--- config.mk ---
export PLATFORM = sky130hd
export DESIGN_NAME = stepper_seq_gen
export DESIGN_NICKNAME = d
export VERILOG_FILES = /design/src/rtl/stepper_seq_pkg.sv /design/src/rtl/seq_ctrl_fsm.sv /design/src/rtl/seq_index.sv /design/src/rtl/coil_decode.sv /design/src/rtl/stepper_seq_gen.sv
export SDC_FILE = /design/constraint.sdc
export NUM_CORES = 1
export LEC_CHECK = 0
export BUFFER_PORTS_ARGS = -buffer_cell sky130_fd_sc_hd__buf_2
export CORE_MARGIN = 10
export CORE_UTILIZATION = 57
export DETAILED_ROUTE_END_ITERATION = 6
export GPL_ROUTABILITY_DRIVEN = 0
export HOLD_SLACK_MARGIN = 0.02
export PLACE_DENSITY = 0.81
export SLEW_MARGIN = 5
export SYNTH_ARGS = -nofsm -noshare
export SYNTH_HDL_FRONTEND = slang
export SYNTH_SLANG_ARGS = --single-unit
--- constraint.sdc ---
create_clock -name clk -period 4.4 [get_ports clk]
set_input_delay 0.22 -clock clk [delete_from_list [all_inputs] [get_ports clk]]
set_output_delay 0.22 -clock clk [all_outputs]
set_load 0.02 [all_outputs]
--- src/rtl/stepper_seq_pkg.sv ---
package stepper_seq_pkg;

    typedef enum logic [1:0] {
        ST_IDLE  = 2'd0,
        ST_ARMED = 2'd1,
        ST_RUN   = 2'd2,
        ST_STOP  = 2'd3
    } seq_state_e;

    typedef enum logic [1:0] {
        FMT_WAVE = 2'd0,
        FMT_DUAL = 2'd1,
        FMT_HALF = 2'd2
    } drive_fmt_e;

    function automatic drive_fmt_e decode_fmt(input logic [1:0] sel);
        unique case (sel)
            2'b00:   decode_fmt = FMT_WAVE;
            2'b01:   decode_fmt = FMT_DUAL;
            default: decode_fmt = FMT_HALF;
        endcase
    endfunction

endpackage

--- src/rtl/seq_ctrl_fsm.sv ---
module seq_ctrl_fsm
    import stepper_seq_pkg::*;
(
    input  logic       clk,
    input  logic       rst_n,
    input  logic       run,
    input  logic       step_stb,
    output seq_state_e state,
    output logic       accept,
    output logic       load_ref,
    output logic       advance,
    output logic       show_run,
    output logic       sample_fmt,
    output logic       done_q
);

    seq_state_e nxt;

    // state register
    always_ff @(posedge clk or negedge rst_n) begin
        if (!rst_n) begin
            state <= ST_IDLE;
        end else begin
            state <= nxt;
        end
    end

    // transitions
    always_comb begin
        nxt = state;
        unique case (state)
            ST_IDLE:  if (run) nxt = ST_ARMED;
            ST_ARMED: begin
                if (!run)          nxt = ST_IDLE;
                else if (step_stb) nxt = ST_RUN;
            end
            ST_RUN:   if (!run) nxt = ST_STOP;
            ST_STOP:  if (run)  nxt = ST_RUN;
            default:  nxt = ST_IDLE;
        endcase
    end

    // outputs
    always_comb begin
        accept     = 1'b0;
        load_ref   = 1'b0;
        advance    = 1'b0;
        show_run   = 1'b0;
        sample_fmt = 1'b0;
        unique case (state)
            ST_IDLE:  sample_fmt = 1'b1;
            ST_ARMED: begin
                accept   = run && step_stb;
                load_ref = accept;
            end
            ST_RUN: begin
                accept   = run && step_stb;
                advance  = accept;
                show_run = 1'b1;
            end
            ST_STOP:  sample_fmt = 1'b1;
            default:  sample_fmt = 1'b0;
        endcase
    end

    always_ff @(posedge clk or negedge rst_n) begin
        if (!rst_n) begin
            done_q <= 1'b0;
        end else begin
            done_q <= advance;
        end
    end

endmodule

--- src/rtl/seq_index.sv ---
module seq_index
    import stepper_seq_pkg::*;
#(
    parameter int PHASES = 4,
    localparam int SEQ_LEN = 2 * PHASES,
    localparam int IDX_W = $clog2(SEQ_LEN)
) (
    input  logic             clk,
    input  logic             rst_n,
    input  logic             load_ref,
    input  logic             advance,
    input  logic             ccw,
    input  drive_fmt_e       fmt,
    output logic [IDX_W-1:0] idx
);

    localparam logic [IDX_W-1:0] LAST    = IDX_W'(SEQ_LEN - 1);
    localparam logic [IDX_W-1:0] REF_CW  = '0;
    localparam logic [IDX_W-1:0] REF_CCW = IDX_W'(2 * (PHASES - 1));

    function automatic logic [IDX_W-1:0] wrap_inc(input logic [IDX_W-1:0] v);
        wrap_inc = (v == LAST) ? '0 : v + 1'b1;
    endfunction

    function automatic logic [IDX_W-1:0] wrap_dec(input logic [IDX_W-1:0] v);
        wrap_dec = (v == '0) ? LAST : v - 1'b1;
    endfunction

    logic [IDX_W-1:0] step1, step2, nxt_idx;
    logic             want_odd;

    always_comb begin
        step1    = ccw ? wrap_dec(idx) : wrap_inc(idx);
        step2    = ccw ? wrap_dec(step1) : wrap_inc(step1);
        want_odd = (fmt == FMT_DUAL);
        if (fmt == FMT_HALF) begin
            nxt_idx = step1;
        end else if (step1[0] == want_odd) begin
            nxt_idx = step1;
        end else begin
            nxt_idx = step2;
        end
    end

    always_ff @(posedge clk or negedge rst_n) begin
        if (!rst_n) begin
            idx <= REF_CW;
        end else if (load_ref) begin
            idx <= ccw ? REF_CCW : REF_CW;
        end else if (advance) begin
            idx <= nxt_idx;
        end
    end

endmodule

--- src/rtl/coil_decode.sv ---
module coil_decode #(
    parameter int PHASES = 4,
    localparam int SEQ_LEN = 2 * PHASES,
    localparam int IDX_W = $clog2(SEQ_LEN)
) (
    input  logic [IDX_W-1:0]  idx,
    output logic [PHASES-1:0] pattern
);

    // even index 2k: coil k alone; odd index 2k+1: coils k and k+1
    for (genvar c = 0; c < PHASES; c++) begin : g_coil
        localparam int PREV = (c + PHASES - 1) % PHASES;
        assign pattern[c] = (idx == IDX_W'(2 * c))
                         || (idx == IDX_W'(2 * c + 1))
                         || (idx == IDX_W'(2 * PREV + 1));
    end

endmodule

--- src/rtl/stepper_seq_gen.sv ---
module stepper_seq_gen
    import stepper_seq_pkg::*;
#(
    parameter int PHASES = 4,
    localparam int SEQ_LEN = 2 * PHASES,
    localparam int IDX_W = $clog2(SEQ_LEN)
) (
    input  logic              clk,
    input  logic              rst_n,
    input  logic              run,
    input  logic              step_stb,
    input  logic              dir_ccw,
    input  logic [1:0]        fmt_sel,
    input  logic              hold_on_stop,
    output logic [PHASES-1:0] coil_out,
    output logic              step_done
);

    seq_state_e        fsm_state;
    drive_fmt_e        fmt_act;
    logic              accept, load_ref, advance, show_run, sample_fmt, done_q;
    logic [IDX_W-1:0]  idx;
    logic [PHASES-1:0] pattern;

    seq_ctrl_fsm i_fsm (
        .clk        (clk),
        .rst_n      (rst_n),
        .run        (run),
        .step_stb   (step_stb),
        .state      (fsm_state),
        .accept     (accept),
        .load_ref   (load_ref),
        .advance    (advance),
        .show_run   (show_run),
        .sample_fmt (sample_fmt),
        .done_q     (done_q)
    );

    // format register: follows the select while stopped, frozen while running
    always_ff @(posedge clk or negedge rst_n) begin
        if (!rst_n) begin
            fmt_act <= FMT_WAVE;
        end else if (sample_fmt) begin
            fmt_act <= decode_fmt(fmt_sel);
        end
    end

    seq_index #(.PHASES(PHASES)) i_index (
        .clk      (clk),
        .rst_n    (rst_n),
        .load_ref (load_ref),
        .advance  (advance),
        .ccw      (dir_ccw),
        .fmt      (fmt_act),
        .idx      (idx)
    );

    coil_decode #(.PHASES(PHASES)) i_decode (
        .idx     (idx),
        .pattern (pattern)
    );

    logic show_hold;
    assign show_hold = (fsm_state == ST_STOP) && hold_on_stop;
    assign coil_out  = (show_run || show_hold) ? pattern : '0;
    assign step_done = done_q;

    logic unused_ok;
    assign unused_ok = accept;

endmodule

==> results of run 1 <==
## timing repair
item                                   CTS  global route
endpoints found under the hold margin    8             0
resized for setup                        0             0
hold buffers                             1             0
setup endpoints to repair                0             0
## worst paths after layout
kind | to | slack, ns | depth (start not counted)
max | i_index.idx[2] | 2.28 | 7
min | fmt_act[1] | 0.21 | 2
max reg2reg | i_index.idx[2] | 2.28 | 7
min reg2reg | i_fsm.state[1] | 0.55 | 2
max in group asynchronous | fmt_act[0] | 3.89 | 2
min in group asynchronous | i_fsm.state[1] | 0.34 | 2
## logic make-up after synthesis
group           count (synthesis)
compound gates                 30
simple gates                   18
buf+inv                        12
fa+ha+maj                      12
flops                           8
mux                             3
xor+xnor                        1
## placed cells by master (no fill, tap or decap), types with 2 or more instances in the layout
| cell | Yosys | layout |
|---|---|---|
| sky130_fd_sc_hd__inv_1 | 10 | 10 |
| sky130_fd_sc_hd__nand2b_1 | 2 | 2 |
| sky130_fd_sc_hd__buf_2 | 0 | 12 |
| sky130_fd_sc_hd__clkbuf_4 | 0 | 3 |
| sky130_fd_sc_hd__mux2i_1 | 2 | 2 |
| sky130_fd_sc_hd__nor3_1 | 4 | 4 |
| sky130_fd_sc_hd__o21ai_0 | 6 | 6 |
| sky130_fd_sc_hd__nand2_1 | 5 | 5 |
| sky130_fd_sc_hd__ha_1 | 12 | 12 |
| sky130_fd_sc_hd__a211oi_1 | 2 | 2 |
| sky130_fd_sc_hd__dfrtp_1 | 8 | 8 |
| sky130_fd_sc_hd__a21oi_1 | 12 | 12 |
## state kept, by name (all words and copies together), names as in the netlist
signal	count
fmt_act	2
i_fsm.done_q	1
i_fsm.state	2
i_index.idx	3
## through the flow
stage / worst slack [ns] / power [uW]
2_1_floorplan: 2.563 / 395.4
3_3_place_gp: 2.322 / 440.5
3_5_place_dp: 2.266 / 450.7
4_1_cts: 2.254 / 509.1
5_1_grt: 2.124 / 563.7
6_report: 2.277 / 502.3
## metal layers
metal,up-vias,track usage [%],part of all wire [%]
met3,2,4.045,4.3
met1,296,10.82,43
met2,11,17.05,51
met5,-,0,0
met4,0,3.356,1.3
li1,329,-,-
## area by class of cell
cell class	instances	area, um^2	share of cell area (%)
tap	15	18.77	2.161
clock buffer	3	22.52	2.594
sequential	8	200.2	23.05
timing repair buffer	13	70.07	8.069
multi-input combinational	64	519.2	59.80
inverter	10	37.54	4.323
## power by group through the flow
stage	sequential (uW)	combinational [uW]	clock, uW
after detailed placement	148	303	0
after global routing	153	347	64.1
after global placement	146	295	0
after CTS	147	305	57.6
after floorplan	132	263	0
final	146	302	54.3
## worst max-delay path, stage by stage (launching register included)
cell,delay (ns)
sky130_fd_sc_hd__dfrtp_1,0.52
sky130_fd_sc_hd__ha_1,0.31
sky130_fd_sc_hd__ha_1,0.25
sky130_fd_sc_hd__o21ba_4,0.25
sky130_fd_sc_hd__a211oi_4,0.24
sky130_fd_sc_hd__o31ai_4,0.11
sky130_fd_sc_hd__a311o_1,0.32
sky130_fd_sc_hd__nand3_1,0.07
==> impl_results.html, run 1 <==
<table>
<tr><th>Metric</th><th>Value</th></tr>
<tr><th colspan="2">Logic synthesis</th></tr>
<tr><td>Average cell area after synthesis</td><td>9.235 um^2</td></tr>
<tr><td>Simple-Gate Fraction of Synth Area</td><td>a little over an eighth</td></tr>
<tr><td>Commonest cells in the synthesized netlist</td><td>sky130_fd_sc_hd__a21oi_1, sky130_fd_sc_hd__ha_1, sky130_fd_sc_hd__inv_1</td></tr>
<tr><td>Largest cells by area after synthesis</td><td>sky130_fd_sc_hd__dfrtp_1, sky130_fd_sc_hd__ha_1, sky130_fd_sc_hd__a21oi_1, sky130_fd_sc_hd__inv_1, sky130_fd_sc_hd__o21ai_0</td></tr>
<tr><td>Async set or reset register ratio after synthesis</td><td>100.0%</td></tr>
<tr><td>Share of the yosys chip area belonging to registers</td><td>25.81%</td></tr>
<tr><td>Area of the mapped netlist</td><td>between 700 and 800 um^2</td></tr>
<tr><td>Post-synth EDFFs</td><td>0</td></tr>
<tr><td>Number of instances in the synthesized netlist</td><td>84</td></tr>
<tr><td>Library cells used by synthesis</td><td>31</td></tr>
<tr><td>Number of flip-flops and latches in the synthesized netlist</td><td>8</td></tr>
<tr><td>Largest family of logic cells by synthesized area</td><td>compound AO/OA/AOI/OAI gates</td></tr>
<tr><td>Mux share of post-synthesis cell area</td><td>between 4 and 5%</td></tr>
<tr><td>Main synth FF type</td><td>sky130_fd_sc_hd__dfrtp_1</td></tr>
<tr><td>Compound-cell area share of the yosys netlist</td><td>between 20% and 30%</td></tr>
<tr><td>Share of the synthesized area in the top cell type</td><td>between 20 and 30%</td></tr>
<tr><td>Post-synthesis share of cell area spent on full adders, half adders and majority gates</td><td>19.35%</td></tr>
<tr><td>Area leader, netlist</td><td>sky130_fd_sc_hd__dfrtp_1</td></tr>
<tr><td>Parity-gate share of the synthesized area counting xor and xnor cells</td><td>around 1.1%</td></tr>
<tr><td>Number of warnings reported in the yosys synthesis log</td><td>0</td></tr>
<tr><td>Net count after synthesis</td><td>104</td></tr>
<tr><th colspan="2">Cells and area</th></tr>
<tr><td>Share of the core filled with cells in the final layout</td><td>~68%</td></tr>
<tr><td>Non-Filler Cell Area, Final</td><td>between 800 and 900 um^2</td></tr>
<tr><td>Fraction of layout cells with a size suffix above 1</td><td>23.47%</td></tr>
<tr><td>Layout area overhead</td><td>11.94%</td></tr>
<tr><td>Diode insertion count for antenna repair</td><td>0</td></tr>
<tr><td>Number of filler cells placed in the layout</td><td>around 110</td></tr>
<tr><td>Number of standard cells in the final layout excluding fillers</td><td>between 100 and 150</td></tr>
<tr><td>Fin nets</td><td>120</td></tr>
<tr><th colspan="2">Worst setup path</th></tr>
<tr><td>Largest fanout of any net on the critical path</td><td>11</td></tr>
<tr><td>Required @ worst endpoint</td><td>about 4.6 ns</td></tr>
<tr><td>Launch point of the critical path</td><td>i_index.idx[0]</td></tr>
<tr><td>Worst reg2reg startpoint</td><td>i_index.idx[0]</td></tr>
<tr><td>Setup crit start kind</td><td>flop</td></tr>
<tr><td>Critical path endpoint category</td><td>flop</td></tr>
<tr><td>Type of the worst setup path</td><td>reg -&gt; reg</td></tr>
<tr><td>CP arrival</td><td>approximately 2.3 ns</td></tr>
<tr><th colspan="2">Place</th></tr>
<tr><td>Half-perimeter wire length of the detailed placement result</td><td>~1200 um</td></tr>
<tr><td>Area post-placement</td><td>approximately 840 um^2</td></tr>
<tr><td>Total of buffers placed on input and output ports</td><td>12</td></tr>
<tr><td>Number of placed instances with taps included</td><td>roughly 110</td></tr>
<tr><th colspan="2">Power and ir drop</th></tr>
<tr><td>Clk pwr share</td><td>between 10% and 20%</td></tr>
<tr><td>Switching share of power</td><td>46.27%</td></tr>
<tr><td>Leakage power</td><td>roughly 0.00041 uW</td></tr>
<tr><td>Net Sw Power</td><td>232.4 uW</td></tr>
<tr><td>Worst ir drop on vdd</td><td>approximately 360 uV</td></tr>
<tr><td>Cell Pwr Density</td><td>around 580 nW/um^2</td></tr>
<tr><td>Sequential power share</td><td>between 20% and 30%</td></tr>
<tr><td>Comb power frac</td><td>approximately three fifths</td></tr>
<tr><td>Cell-internal power</td><td>269.9 uW</td></tr>
<tr><th colspan="2">STA</th></tr>
<tr><td>Final clock skew</td><td>0.005276 ns</td></tr>
<tr><td>Pins over their slew limit</td><td>0</td></tr>
<tr><td>Setup repair after global routing missed its margin</td><td>false</td></tr>
<tr><td>Total Neg Setup Slack</td><td>0 ns</td></tr>
<tr><td>Final Hold Violating Endpoints</td><td>0</td></tr>
<tr><td>Final setup viols</td><td>0</td></tr>
<tr><td>Worst Hold Margin</td><td>between 0.2 and 0.25 ns</td></tr>
<tr><td>Maximum clock rate</td><td>471.1 MHz</td></tr>
<tr><td>Post-layout minimum cycle time</td><td>approximately 2.1 ns</td></tr>
<tr><td>Post-route clock period utilization</td><td>between 40 and 50%</td></tr>
<tr><td>Rel. slew slack</td><td>a little under three quarters</td></tr>
<tr><td>Worst-margin pin slew</td><td>~0.42 ns</td></tr>
<tr><th colspan="2">Floorplan</th></tr>
<tr><td>Core Footprint</td><td>roughly 1300 um^2</td></tr>
<tr><td>Die Height</td><td>between 50 and 60 um</td></tr>
<tr><td>Overall die width</td><td>~57 um</td></tr>
<tr><td>Initial Utilization</td><td>60.37%</td></tr>
<tr><td>Die Footprint</td><td>between 3000 and 4000 um^2</td></tr>
<tr><td>Top-level I/O count</td><td>13</td></tr>
<tr><td>Row count</td><td>13</td></tr>
<tr><th colspan="2">Clock network</th></tr>
<tr><td>Number of setup buffers added after CTS</td><td>0</td></tr>
<tr><td>Clock Sink Count</td><td>8</td></tr>
<tr><td>Number of levels the H-tree was split into</td><td>1</td></tr>
<tr><td>Max Root-Sink Buffers</td><td>2</td></tr>
<tr><td>Clk Latency, worst-skew pair</td><td>roughly 0.25 ns</td></tr>
<tr><td>CTS tree</td><td>built</td></tr>
<tr><td>Buffer cell driving the clock tree root</td><td>sky130_fd_sc_hd__clkbuf_4</td></tr>
<tr><td>Clock transition at the register clock pins on the worst setup and hold paths after CTS</td><td>about 0.050 ns</td></tr>
<tr><td>Total clock buffers created by CTS</td><td>3</td></tr>
<tr><th colspan="2">GRT</th></tr>
<tr><td>Number of global-route vias before repair</td><td>about 640</td></tr>
<tr><td>Wire length of the first global-routing pass</td><td>roughly 2700 um</td></tr>
<tr><td>Overall track demand over capacity in global routing</td><td>10.00%</td></tr>
<tr><td>Antenna violations before repair</td><td>0</td></tr>
<tr><td>Global-route congestion overflow total</td><td>0</td></tr>
<tr><td>Maximum number of pins on one net before global-route repair</td><td>12</td></tr>
<tr><th colspan="2">Hold path</th></tr>
<tr><td>Origin of the worst min-delay path</td><td>fmt_sel[1]</td></tr>
<tr><td>Path category of the worst min-delay check</td><td>in -&gt; reg</td></tr>
<tr><th colspan="2">Detailed routing</th></tr>
<tr><td>DRC viols</td><td>0</td></tr>
<tr><td>Average via count per standard cell</td><td>~5.6</td></tr>
<tr><td>Routed length per instance</td><td>~13 um</td></tr>
<tr><td>First drt pass iteration count</td><td>3</td></tr>
<tr><td>Routed Antenna Nets</td><td>0</td></tr>
<tr><td>Total via count in the routed design</td><td>638</td></tr>
<tr><td>Total wire length after detailed routing</td><td>~1500 um</td></tr>
<tr><td>Detailed router's first-iteration violation count</td><td>5</td></tr>
<tr><th colspan="2">Outcome</th></tr>
<tr><td>Outcome</td><td>finished, final reports clean</td></tr>
<tr><th colspan="2">Flow run</th></tr>
<tr><td>Total of max-cap violations</td><td>0</td></tr>
</table>
Note: power is estimated with default switching activity, not from simulation.
==> run 2, diff against run 1 <==
Settings changed: CORE_UTILIZATION 57 to 54, PLACE_DENSITY 0.81 to 0.77.
Clock period 4.4 ns to 2.1 ns, I/O delays scaled along.
==> run 2 against run 1 <==
Effect of this change:
- fmax increased by 9.8%
- global-route usage decreased by 1.1 points
- combinational power increased by 120%
- wire length increased by 0.81%
- count of clock-buffer cells in the layout unchanged
- cell count increased by 0.88%
- via count increased by 0.47%
- design area increased by 0.86%
- flip-flop and latch count unchanged
- worst setup slack got worse by 2.1 ns
- utilization decreased by 1.9 points
- hold slack got worse by 0.12 ns
- critical endpoint is now i_index.idx[1]
- largest cell class unchanged
- highest routed layer unchanged
==> impl_results.html, run 2 (synthesis results as in run 1) <==
<table>
<tr><th>Metric</th><th>Value</th></tr>
<tr><th colspan="2">Detailed routing</th></tr>
<tr><td>Total wire length after detailed routing</td><td>1490 um (was 1478 um)</td></tr>
<tr><td>Routed Antenna Nets</td><td>0 (unchanged)</td></tr>
<tr><td>Routed length per instance</td><td>13.07 um (was 13.08 um)</td></tr>
<tr><td>DRC viols</td><td>0 (unchanged)</td></tr>
<tr><td>Detailed router's first-iteration violation count</td><td>19 (was 5)</td></tr>
<tr><td>First drt pass iteration count</td><td>4 (was 3)</td></tr>
<tr><td>Total via count in the routed design</td><td>641 (was 638)</td></tr>
<tr><td>Average via count per standard cell</td><td>5.623 (was 5.646)</td></tr>
<tr><th colspan="2">Place</th></tr>
<tr><td>Number of placed instances with taps included</td><td>110 (was 109)</td></tr>
<tr><td>Half-perimeter wire length of the detailed placement result</td><td>1240 um (was 1244 um)</td></tr>
<tr><td>Area post-placement</td><td>843.3 um^2 (was 835.8 um^2)</td></tr>
<tr><td>Total of buffers placed on input and output ports</td><td>12 (unchanged)</td></tr>
<tr><th colspan="2">STA</th></tr>
<tr><td>Post-route clock period utilization</td><td>92.05% (was 48.25%)</td></tr>
<tr><td>Pins over their slew limit</td><td>0 (unchanged)</td></tr>
<tr><td>Maximum clock rate</td><td>517.3 MHz (was 471.1 MHz)</td></tr>
<tr><td>Setup repair after global routing missed its margin</td><td>false (unchanged)</td></tr>
<tr><td>Final clock skew</td><td>0.002049 ns (was 0.005276 ns)</td></tr>
<tr><td>Final setup viols</td><td>0 (unchanged)</td></tr>
<tr><td>Worst-margin pin slew</td><td>0.3310 ns (was 0.4203 ns)</td></tr>
<tr><td>Rel. slew slack</td><td>77.93% (was 71.98%)</td></tr>
<tr><td>Total Neg Setup Slack</td><td>0 ns (unchanged)</td></tr>
<tr><td>Post-layout minimum cycle time</td><td>1.933 ns (was 2.123 ns)</td></tr>
<tr><td>Final Hold Violating Endpoints</td><td>0 (unchanged)</td></tr>
<tr><th colspan="2">Floorplan</th></tr>
<tr><td>Die Height</td><td>57.90 um (was 56.89 um)</td></tr>
<tr><td>Row count</td><td>13 (unchanged)</td></tr>
<tr><td>Overall die width</td><td>57.90 um (was 56.89 um)</td></tr>
<tr><td>Die Footprint</td><td>3352 um^2 (was 3236 um^2)</td></tr>
<tr><td>Top-level I/O count</td><td>13 (unchanged)</td></tr>
<tr><td>Core Footprint</td><td>1334 um^2 (was 1285 um^2)</td></tr>
<tr><td>Initial Utilization</td><td>58.16% (was 60.37%)</td></tr>
<tr><th colspan="2">Clock network</th></tr>
<tr><td>Number of setup buffers added after CTS</td><td>0 (unchanged)</td></tr>
<tr><td>Number of levels the H-tree was split into</td><td>1 (unchanged)</td></tr>
<tr><td>Total clock buffers created by CTS</td><td>3 (unchanged)</td></tr>
<tr><td>Clock transition at the register clock pins on the worst setup and hold paths after CTS</td><td>0.06 ns (was 0.05 ns)</td></tr>
<tr><td>Clock Sink Count</td><td>8 (unchanged)</td></tr>
<tr><td>Max Root-Sink Buffers</td><td>2 (unchanged)</td></tr>
<tr><td>Clk Latency, worst-skew pair</td><td>0.25 ns (about the same)</td></tr>
<tr><td>Buffer cell driving the clock tree root</td><td>sky130_fd_sc_hd__clkbuf_4 (unchanged)</td></tr>
<tr><td>CTS tree</td><td>built (unchanged)</td></tr>
<tr><th colspan="2">Worst setup path</th></tr>
<tr><td>Largest fanout of any net on the critical path</td><td>4 (was 11)</td></tr>
<tr><td>Required @ worst endpoint</td><td>2.24 ns (was 4.59 ns)</td></tr>
<tr><td>Worst reg2reg startpoint</td><td>i_index.idx[0] (unchanged)</td></tr>
<tr><td>Worst setup path endpoint</td><td>i_index.idx[1] (was i_index.idx[2])</td></tr>
<tr><td>Setup crit start kind</td><td>flop (unchanged)</td></tr>
<tr><td>RR Endpoint</td><td>i_index.idx[1] (was i_index.idx[2])</td></tr>
<tr><td>CP arrival</td><td>2.08 ns (was 2.31 ns)</td></tr>
<tr><td>Critical path endpoint category</td><td>flop (unchanged)</td></tr>
<tr><td>Type of the worst setup path</td><td>reg -&gt; reg (unchanged)</td></tr>
<tr><td>Worst Reg-to-Reg Cells</td><td>7 (unchanged)</td></tr>
<tr><td>Register-to-register path setup slack</td><td>0.17 ns (was 2.28 ns)</td></tr>
<tr><td>Launch point of the critical path</td><td>i_index.idx[0] (unchanged)</td></tr>
<tr><th colspan="2">GRT</th></tr>
<tr><td>Number of global-route vias before repair</td><td>588 (was 637)</td></tr>
<tr><td>Antenna violations before repair</td><td>0 (unchanged)</td></tr>
<tr><td>Maximum number of pins on one net before global-route repair</td><td>10 (was 12)</td></tr>
<tr><td>Global-route congestion overflow total</td><td>0 (unchanged)</td></tr>
<tr><td>Wire length of the first global-routing pass</td><td>2456 um (was 2739 um)</td></tr>
<tr><td>Overall track demand over capacity in global routing</td><td>8.888% (was 10.00%)</td></tr>
<tr><th colspan="2">Power and ir drop</th></tr>
<tr><td>Cell Pwr Density</td><td>1227 nW/um^2 (was 578.4 nW/um^2)</td></tr>
<tr><td>Cell-internal power</td><td>575.0 uW (was 269.9 uW)</td></tr>
<tr><td>Leakage power</td><td>0.0004182 uW (was 0.0004128 uW)</td></tr>
<tr><td>Sequential power share</td><td>26.7% (was 29.1%)</td></tr>
<tr><td>Switching share of power</td><td>46.49% (was 46.27%)</td></tr>
<tr><td>Tot Pwr</td><td>1075 uW (was 502.3 uW)</td></tr>
<tr><td>Comb power frac</td><td>61.9% (was 60.1%)</td></tr>
<tr><td>Worst ir drop on vdd</td><td>699.0 uV (was 361.8 uV)</td></tr>
<tr><td>Net Sw Power</td><td>499.5 uW (was 232.4 uW)</td></tr>
<tr><td>Clk pwr share</td><td>11.4% (was 10.8%)</td></tr>
<tr><th colspan="2">Cells and area</th></tr>
<tr><td>Number of standard cells in the final layout excluding fillers</td><td>114 (was 113)</td></tr>
<tr><td>Most used cells in the layout excluding fill and tap cells</td><td>sky130_fd_sc_hd__a21oi_1, sky130_fd_sc_hd__ha_1, sky130_fd_sc_hd__buf_2 (unchanged)</td></tr>
<tr><td>Diode insertion count for antenna repair</td><td>0 (unchanged)</td></tr>
<tr><td>Fraction of layout cells with a size suffix above 1</td><td>24.24% (was 23.47%)</td></tr>
<tr><td>Share of the core filled with cells in the final layout</td><td>65.67% (was 67.58%)</td></tr>
<tr><td>Fin nets</td><td>121 (was 120)</td></tr>
<tr><td>Layout area overhead</td><td>12.90% (was 11.94%)</td></tr>
<tr><td>Largest register by flop count</td><td>i_index.idx (unchanged)</td></tr>
<tr><td>Top Registers</td><td>i_index.idx x3, fmt_act x2, i_fsm.state x2 (unchanged)</td></tr>
<tr><td>Number of flip-flops in the largest register</td><td>3 (unchanged)</td></tr>
<tr><td>Non-Filler Cell Area, Final</td><td>875.8 um^2 (was 868.3 um^2)</td></tr>
<tr><th colspan="2">Flow run</th></tr>
<tr><td>Total of max-cap violations</td><td>0 (unchanged)</td></tr>
<tr><th colspan="2">Hold path</th></tr>
<tr><td>Path category of the worst min-delay check</td><td>in -&gt; reg (unchanged)</td></tr>
<tr><th colspan="2">Outcome</th></tr>
<tr><td>Outcome</td><td>finished, final reports clean (unchanged)</td></tr>
</table>
run 2: through the flow:
step / setup WS [ns] / hold WS [ns]
floorplan: 0.2626 / -0.1906
global placement: 0.1593 / -0.04434
detailed placement: 0.1592 / -0.04261
CTS: 0.1458 / 0.08610
global route: 0.03983 / 0.09623
finish: 0.1669 / 0.09132
run 2: worst min-delay path by stage:
stage                          start              to  slack, ns  depth (start not counted)
after floorplan                rst_n      fmt_act[0]      -0.19                          0
after global placement         rst_n  i_fsm.state[1]      -0.04                          1
after detailed placement       rst_n  i_fsm.state[1]      -0.04                          1
after CTS                 fmt_sel[1]      fmt_act[1]       0.09                          2
after global routing      fmt_sel[1]      fmt_act[1]        0.1                          2
final                     fmt_sel[1]      fmt_act[1]       0.09                          2
run 2: power by group through the flow:
stage          Clock [uW]  Sequential (uW)  Combinational (uW)
4_1_cts               125              288                 674
3_3_place_gp            0              290                 649
6_report              122              287                 665
2_1_floorplan           0              277                 551
5_1_grt               134              299                 755
3_5_place_dp            0              291                 669
run 2: area by class of cell:
cell class | instances | area, um^2
Sequential cell | 8 | 200.2
Multi-Input combinational cell | 64 | 519.2
Timing Repair Buffer | 14 | 77.57
Inverter | 10 | 37.54
Clock buffer | 3 | 22.52
Tap cell | 15 | 18.77
Fill cell | 119 | 457.9
run 2: routing by layer:
layer,wire [um],vias up,GRT usage (%)
met5,0,-,0
met4,23,0,4.027
met3,62,4,2.614
met2,766,11,16.41
met1,637,296,8.867
li1,-,330,-
run 2: critical path, stage by stage, from the launching register on:
cell and delay [ns]:
sky130_fd_sc_hd__dfrtp_1 0.41, sky130_fd_sc_hd__ha_1 0.23, sky130_fd_sc_hd__ha_1 0.25, sky130_fd_sc_hd__nor2b_1 0.15
sky130_fd_sc_hd__o221a_2 0.29, sky130_fd_sc_hd__o31ai_4 0.22, sky130_fd_sc_hd__mux2i_1 0.21, sky130_fd_sc_hd__o21ai_1 0.07
run 2: timing repair:
item	CTS	global route
hold buffers	1	0
resized for setup	0	0
endpoints found under the hold margin	8	0
==> run 3, diff against run 2 <==
Settings changed: CELL_PAD_IN_SITES_DETAIL_PLACEMENT set to 0, CELL_PAD_IN_SITES_GLOBAL_PLACEMENT set to 2, CORE_ASPECT_RATIO set to 1.4, CORE_UTILIZATION 54 to 33, PLACE_DENSITY 0.77 to unset, PLACE_DENSITY_LB_ADDON set to 0.1.
==> run 3 against run 2 <==
Effect of this change:
- hold slack worse by 0.0033 ns
- global-route usage is 1.2 points lower
- critical path type unchanged
- first-iteration DRC count is 68% lower
- utilization is 25 points lower
- non-clock buffer count is 1 higher
==> impl_results.html, run 3 (synthesis results as in run 1) <==
<table>
<tr><th>Metric</th><th>Value</th></tr>
<tr><th colspan="2">Detailed routing</th></tr>
<tr><td>Routed length per instance</td><td>13.83 um (was 13.07 um)</td></tr>
<tr><td>Routed Antenna Nets</td><td>0 (unchanged)</td></tr>
<tr><td>Average via count per standard cell</td><td>5.287 (was 5.623)</td></tr>
<tr><td>DRC viols</td><td>0 (unchanged)</td></tr>
<tr><td>First drt pass iteration count</td><td>4 (unchanged)</td></tr>
<tr><td>Total wire length after detailed routing</td><td>1687 um (was 1490 um)</td></tr>
<tr><td>Total via count in the routed design</td><td>645 (was 641)</td></tr>
<tr><td>Detailed router's first-iteration violation count</td><td>6 (was 19)</td></tr>
<tr><th colspan="2">Worst setup path</th></tr>
<tr><td>Cell breakdown of the critical path</td><td>ha_1 &gt; ha_1 &gt; nor2b_1 &gt; o221a_2 &gt; o31ai_4 &gt; mux2i_1 &gt; o21ai_1 (unchanged)</td></tr>
<tr><td>Slowest cell on the critical path</td><td>sky130_fd_sc_hd__dfrtp_1 (unchanged)</td></tr>
<tr><td>CP most frequent cell</td><td>sky130_fd_sc_hd__ha_1 (unchanged)</td></tr>
<tr><td>Critical path endpoint category</td><td>flop (unchanged)</td></tr>
<tr><td>Stage delay of the slowest cell on the critical path</td><td>0.42 ns (was 0.41 ns)</td></tr>
<tr><td>Cell type group with the largest total delay on the critical path</td><td>compound AO/OA/AOI/OAI gates (unchanged)</td></tr>
<tr><td>Setup crit start kind</td><td>flop (unchanged)</td></tr>
<tr><td>CP arrival</td><td>2.11 ns (was 2.08 ns)</td></tr>
<tr><td>Required @ worst endpoint</td><td>2.25 ns (was 2.24 ns)</td></tr>
<tr><td>Largest fanout of any net on the critical path</td><td>4 (unchanged)</td></tr>
<tr><td>Type of the worst setup path</td><td>reg -&gt; reg (unchanged)</td></tr>
<tr><td>Number of buffers and inverters on the critical path</td><td>0 (unchanged)</td></tr>
<tr><th colspan="2">STA</th></tr>
<tr><td>Final clock skew</td><td>0.006016 ns (was 0.002049 ns)</td></tr>
<tr><td>Final Hold Violating Endpoints</td><td>0 (unchanged)</td></tr>
<tr><td>Worst-margin pin slew</td><td>0.2933 ns (was 0.3310 ns)</td></tr>
<tr><td>Final setup viols</td><td>0 (unchanged)</td></tr>
<tr><td>Maximum clock rate</td><td>510.0 MHz (was 517.3 MHz)</td></tr>
<tr><td>Setup repair after global routing missed its margin</td><td>false (unchanged)</td></tr>
<tr><td>Post-route clock period utilization</td><td>93.37% (was 92.05%)</td></tr>
<tr><td>Total Neg Setup Slack</td><td>0 ns (unchanged)</td></tr>
<tr><td>Post-layout minimum cycle time</td><td>1.961 ns (was 1.933 ns)</td></tr>
<tr><td>Smallest setup slack after layout</td><td>0.1392 ns (was 0.1669 ns)</td></tr>
<tr><td>Pins over their slew limit</td><td>0 (unchanged)</td></tr>
<tr><td>Rel. slew slack</td><td>80.36% (was 77.93%)</td></tr>
<tr><th colspan="2">Cells and area</th></tr>
<tr><td>Number of standard cells in the final layout excluding fillers</td><td>122 (was 114)</td></tr>
<tr><td>Diode insertion count for antenna repair</td><td>0 (unchanged)</td></tr>
<tr><td>Register area</td><td>200.2 um^2 (unchanged)</td></tr>
<tr><td>Number of filler cells placed in the layout</td><td>231 (was 119)</td></tr>
<tr><td>Area of the multi-input gates</td><td>519.2 um^2 (unchanged)</td></tr>
<tr><td>Most used cells in the layout excluding fill and tap cells</td><td>sky130_fd_sc_hd__a21oi_1, sky130_fd_sc_hd__ha_1, sky130_fd_sc_hd__buf_2 (unchanged)</td></tr>
<tr><td>Layout area overhead</td><td>15.00% (was 12.90%)</td></tr>
<tr><td>Fin nets</td><td>122 (was 121)</td></tr>
<tr><td>Largest register by flop count</td><td>i_index.idx (unchanged)</td></tr>
<tr><td>Fraction of layout cells with a size suffix above 1</td><td>25.00% (was 24.24%)</td></tr>
<tr><td>Top Registers</td><td>i_index.idx x3, fmt_act x2, i_fsm.state x2 (unchanged)</td></tr>
<tr><td>Number of flip-flops in the largest register</td><td>3 (unchanged)</td></tr>
<tr><th colspan="2">Clock network</th></tr>
<tr><td>Buffer cell driving the clock tree root</td><td>sky130_fd_sc_hd__clkbuf_4 (unchanged)</td></tr>
<tr><td>Clock Sink Count</td><td>8 (unchanged)</td></tr>
<tr><td>Max Root-Sink Buffers</td><td>2 (unchanged)</td></tr>
<tr><td>Number of levels the H-tree was split into</td><td>1 (unchanged)</td></tr>
<tr><td>Clk Latency, worst-skew pair</td><td>0.26 ns (was 0.25 ns)</td></tr>
<tr><td>Total clock buffers created by CTS</td><td>3 (unchanged)</td></tr>
<tr><td>Number of resized instances in the post-cts repair step</td><td>0 (unchanged)</td></tr>
<tr><td>Clock transition at the register clock pins on the worst setup and hold paths after CTS</td><td>0.06 ns (about the same)</td></tr>
<tr><td>CTS tree</td><td>built (unchanged)</td></tr>
<tr><th colspan="2">Place</th></tr>
<tr><td>Half-perimeter wire length of the detailed placement result</td><td>1431 um (was 1240 um)</td></tr>
<tr><td>Pre-CTS setup slack</td><td>0.1379 ns (was 0.1592 ns)</td></tr>
<tr><td>Total of buffers placed on input and output ports</td><td>12 (unchanged)</td></tr>
<tr><td>Number of placed instances with taps included</td><td>118 (was 110)</td></tr>
<tr><th colspan="2">GRT</th></tr>
<tr><td>Maximum number of pins on one net before global-route repair</td><td>10 (unchanged)</td></tr>
<tr><td>Overall track demand over capacity in global routing</td><td>7.695% (was 8.888%)</td></tr>
<tr><td>Global-route congestion overflow total</td><td>0 (unchanged)</td></tr>
<tr><td>Wire length of the first global-routing pass</td><td>2898 um (was 2456 um)</td></tr>
<tr><td>Number of global-route vias before repair</td><td>673 (was 588)</td></tr>
<tr><td>Antenna violations before repair</td><td>0 (unchanged)</td></tr>
<tr><th colspan="2">Power and ir drop</th></tr>
<tr><td>Leakage power</td><td>0.0004232 uW (was 0.0004182 uW)</td></tr>
<tr><td>Worst ir drop on vdd</td><td>541.7 uV (was 699.0 uV)</td></tr>
<tr><td>Tot Pwr</td><td>1097 uW (was 1075 uW)</td></tr>
<tr><td>Cell Pwr Density</td><td>1229 nW/um^2 (was 1227 nW/um^2)</td></tr>
<tr><th colspan="2">Floorplan</th></tr>
<tr><td>Core Footprint</td><td>2202 um^2 (was 1334 um^2)</td></tr>
<tr><td>Die Footprint</td><td>4717 um^2 (was 3352 um^2)</td></tr>
<tr><td>Die Height</td><td>77.37 um (was 57.90 um)</td></tr>
<tr><td>Top-level I/O count</td><td>13 (unchanged)</td></tr>
<tr><td>Overall die width</td><td>60.98 um (was 57.90 um)</td></tr>
<tr><td>Initial Utilization</td><td>35.23% (was 58.16%)</td></tr>
<tr><td>Row count</td><td>20 (was 13)</td></tr>
<tr><th colspan="2">Flow run</th></tr>
<tr><td>Total of max-cap violations</td><td>0 (unchanged)</td></tr>
<tr><th colspan="2">Outcome</th></tr>
<tr><td>Outcome</td><td>finished, final reports clean (unchanged)</td></tr>
<tr><th colspan="2">Hold path</th></tr>
<tr><td>Path category of the worst min-delay check</td><td>in -&gt; reg (unchanged)</td></tr>
</table>
## run 3: stage by stage
stage          hold WS [ns]  util [%]  instance area, um^2
2_1_floorplan       -0.1906         -                775.7
3_3_place_gp       -0.04402     39.03                859.6
3_5_place_dp       -0.03943     39.03                859.6
4_1_cts             0.08997     40.51                892.1
5_1_grt              0.1097     40.51                892.1
6_report            0.08802     40.51                892.1
## run 3: worst paths after layout
path | slack (ns) | startpoint | depth (start not counted) | to
max in group asynchronous | 1.72 | rst_n | 2 | i_index.idx[0]
min in group asynchronous | 0.20 | rst_n | 2 | i_fsm.state[0]
hold reg to reg | 0.55 | fmt_act[0] | 2 | fmt_act[0]
setup / recovery | 0.14 | i_index.idx[1] | 7 | i_index.idx[1]
setup reg to reg | 0.14 | i_index.idx[1] | 7 | i_index.idx[1]
hold / removal | 0.09 | fmt_sel[1] | 2 | fmt_act[1]
## run 3: layer usage
metal  global-route usage, %  vias to the layer above  wire [um]
li1                        -                      333          -
met1                   7.498                      298        643
met2                   14.21                       10        947
met3                   1.954                        4         66
met4                   3.304                        0         29
met5                       0                        -          0
## run 3: final cells by class
type / count / area share (%)
repair buffers: 15 / 9.537
well taps: 22 / 3.086
clock buffers: 3 / 2.525
inverters: 10 / 4.208
multi-input cells: 64 / 58.20
flip-flops and latches: 8 / 22.44
## run 3: report_power, final
part / internal [uW] / switching, uW
Combinational: 307 / 389
Sequential: 215 / 62.9
Clock: 65.7 / 56.6
Total: 588 / 509
## run 3: repair_timing
action	CTS	global route
hold buffers	1	0
hold endpoints to repair	8	0
buffers inserted	0	0
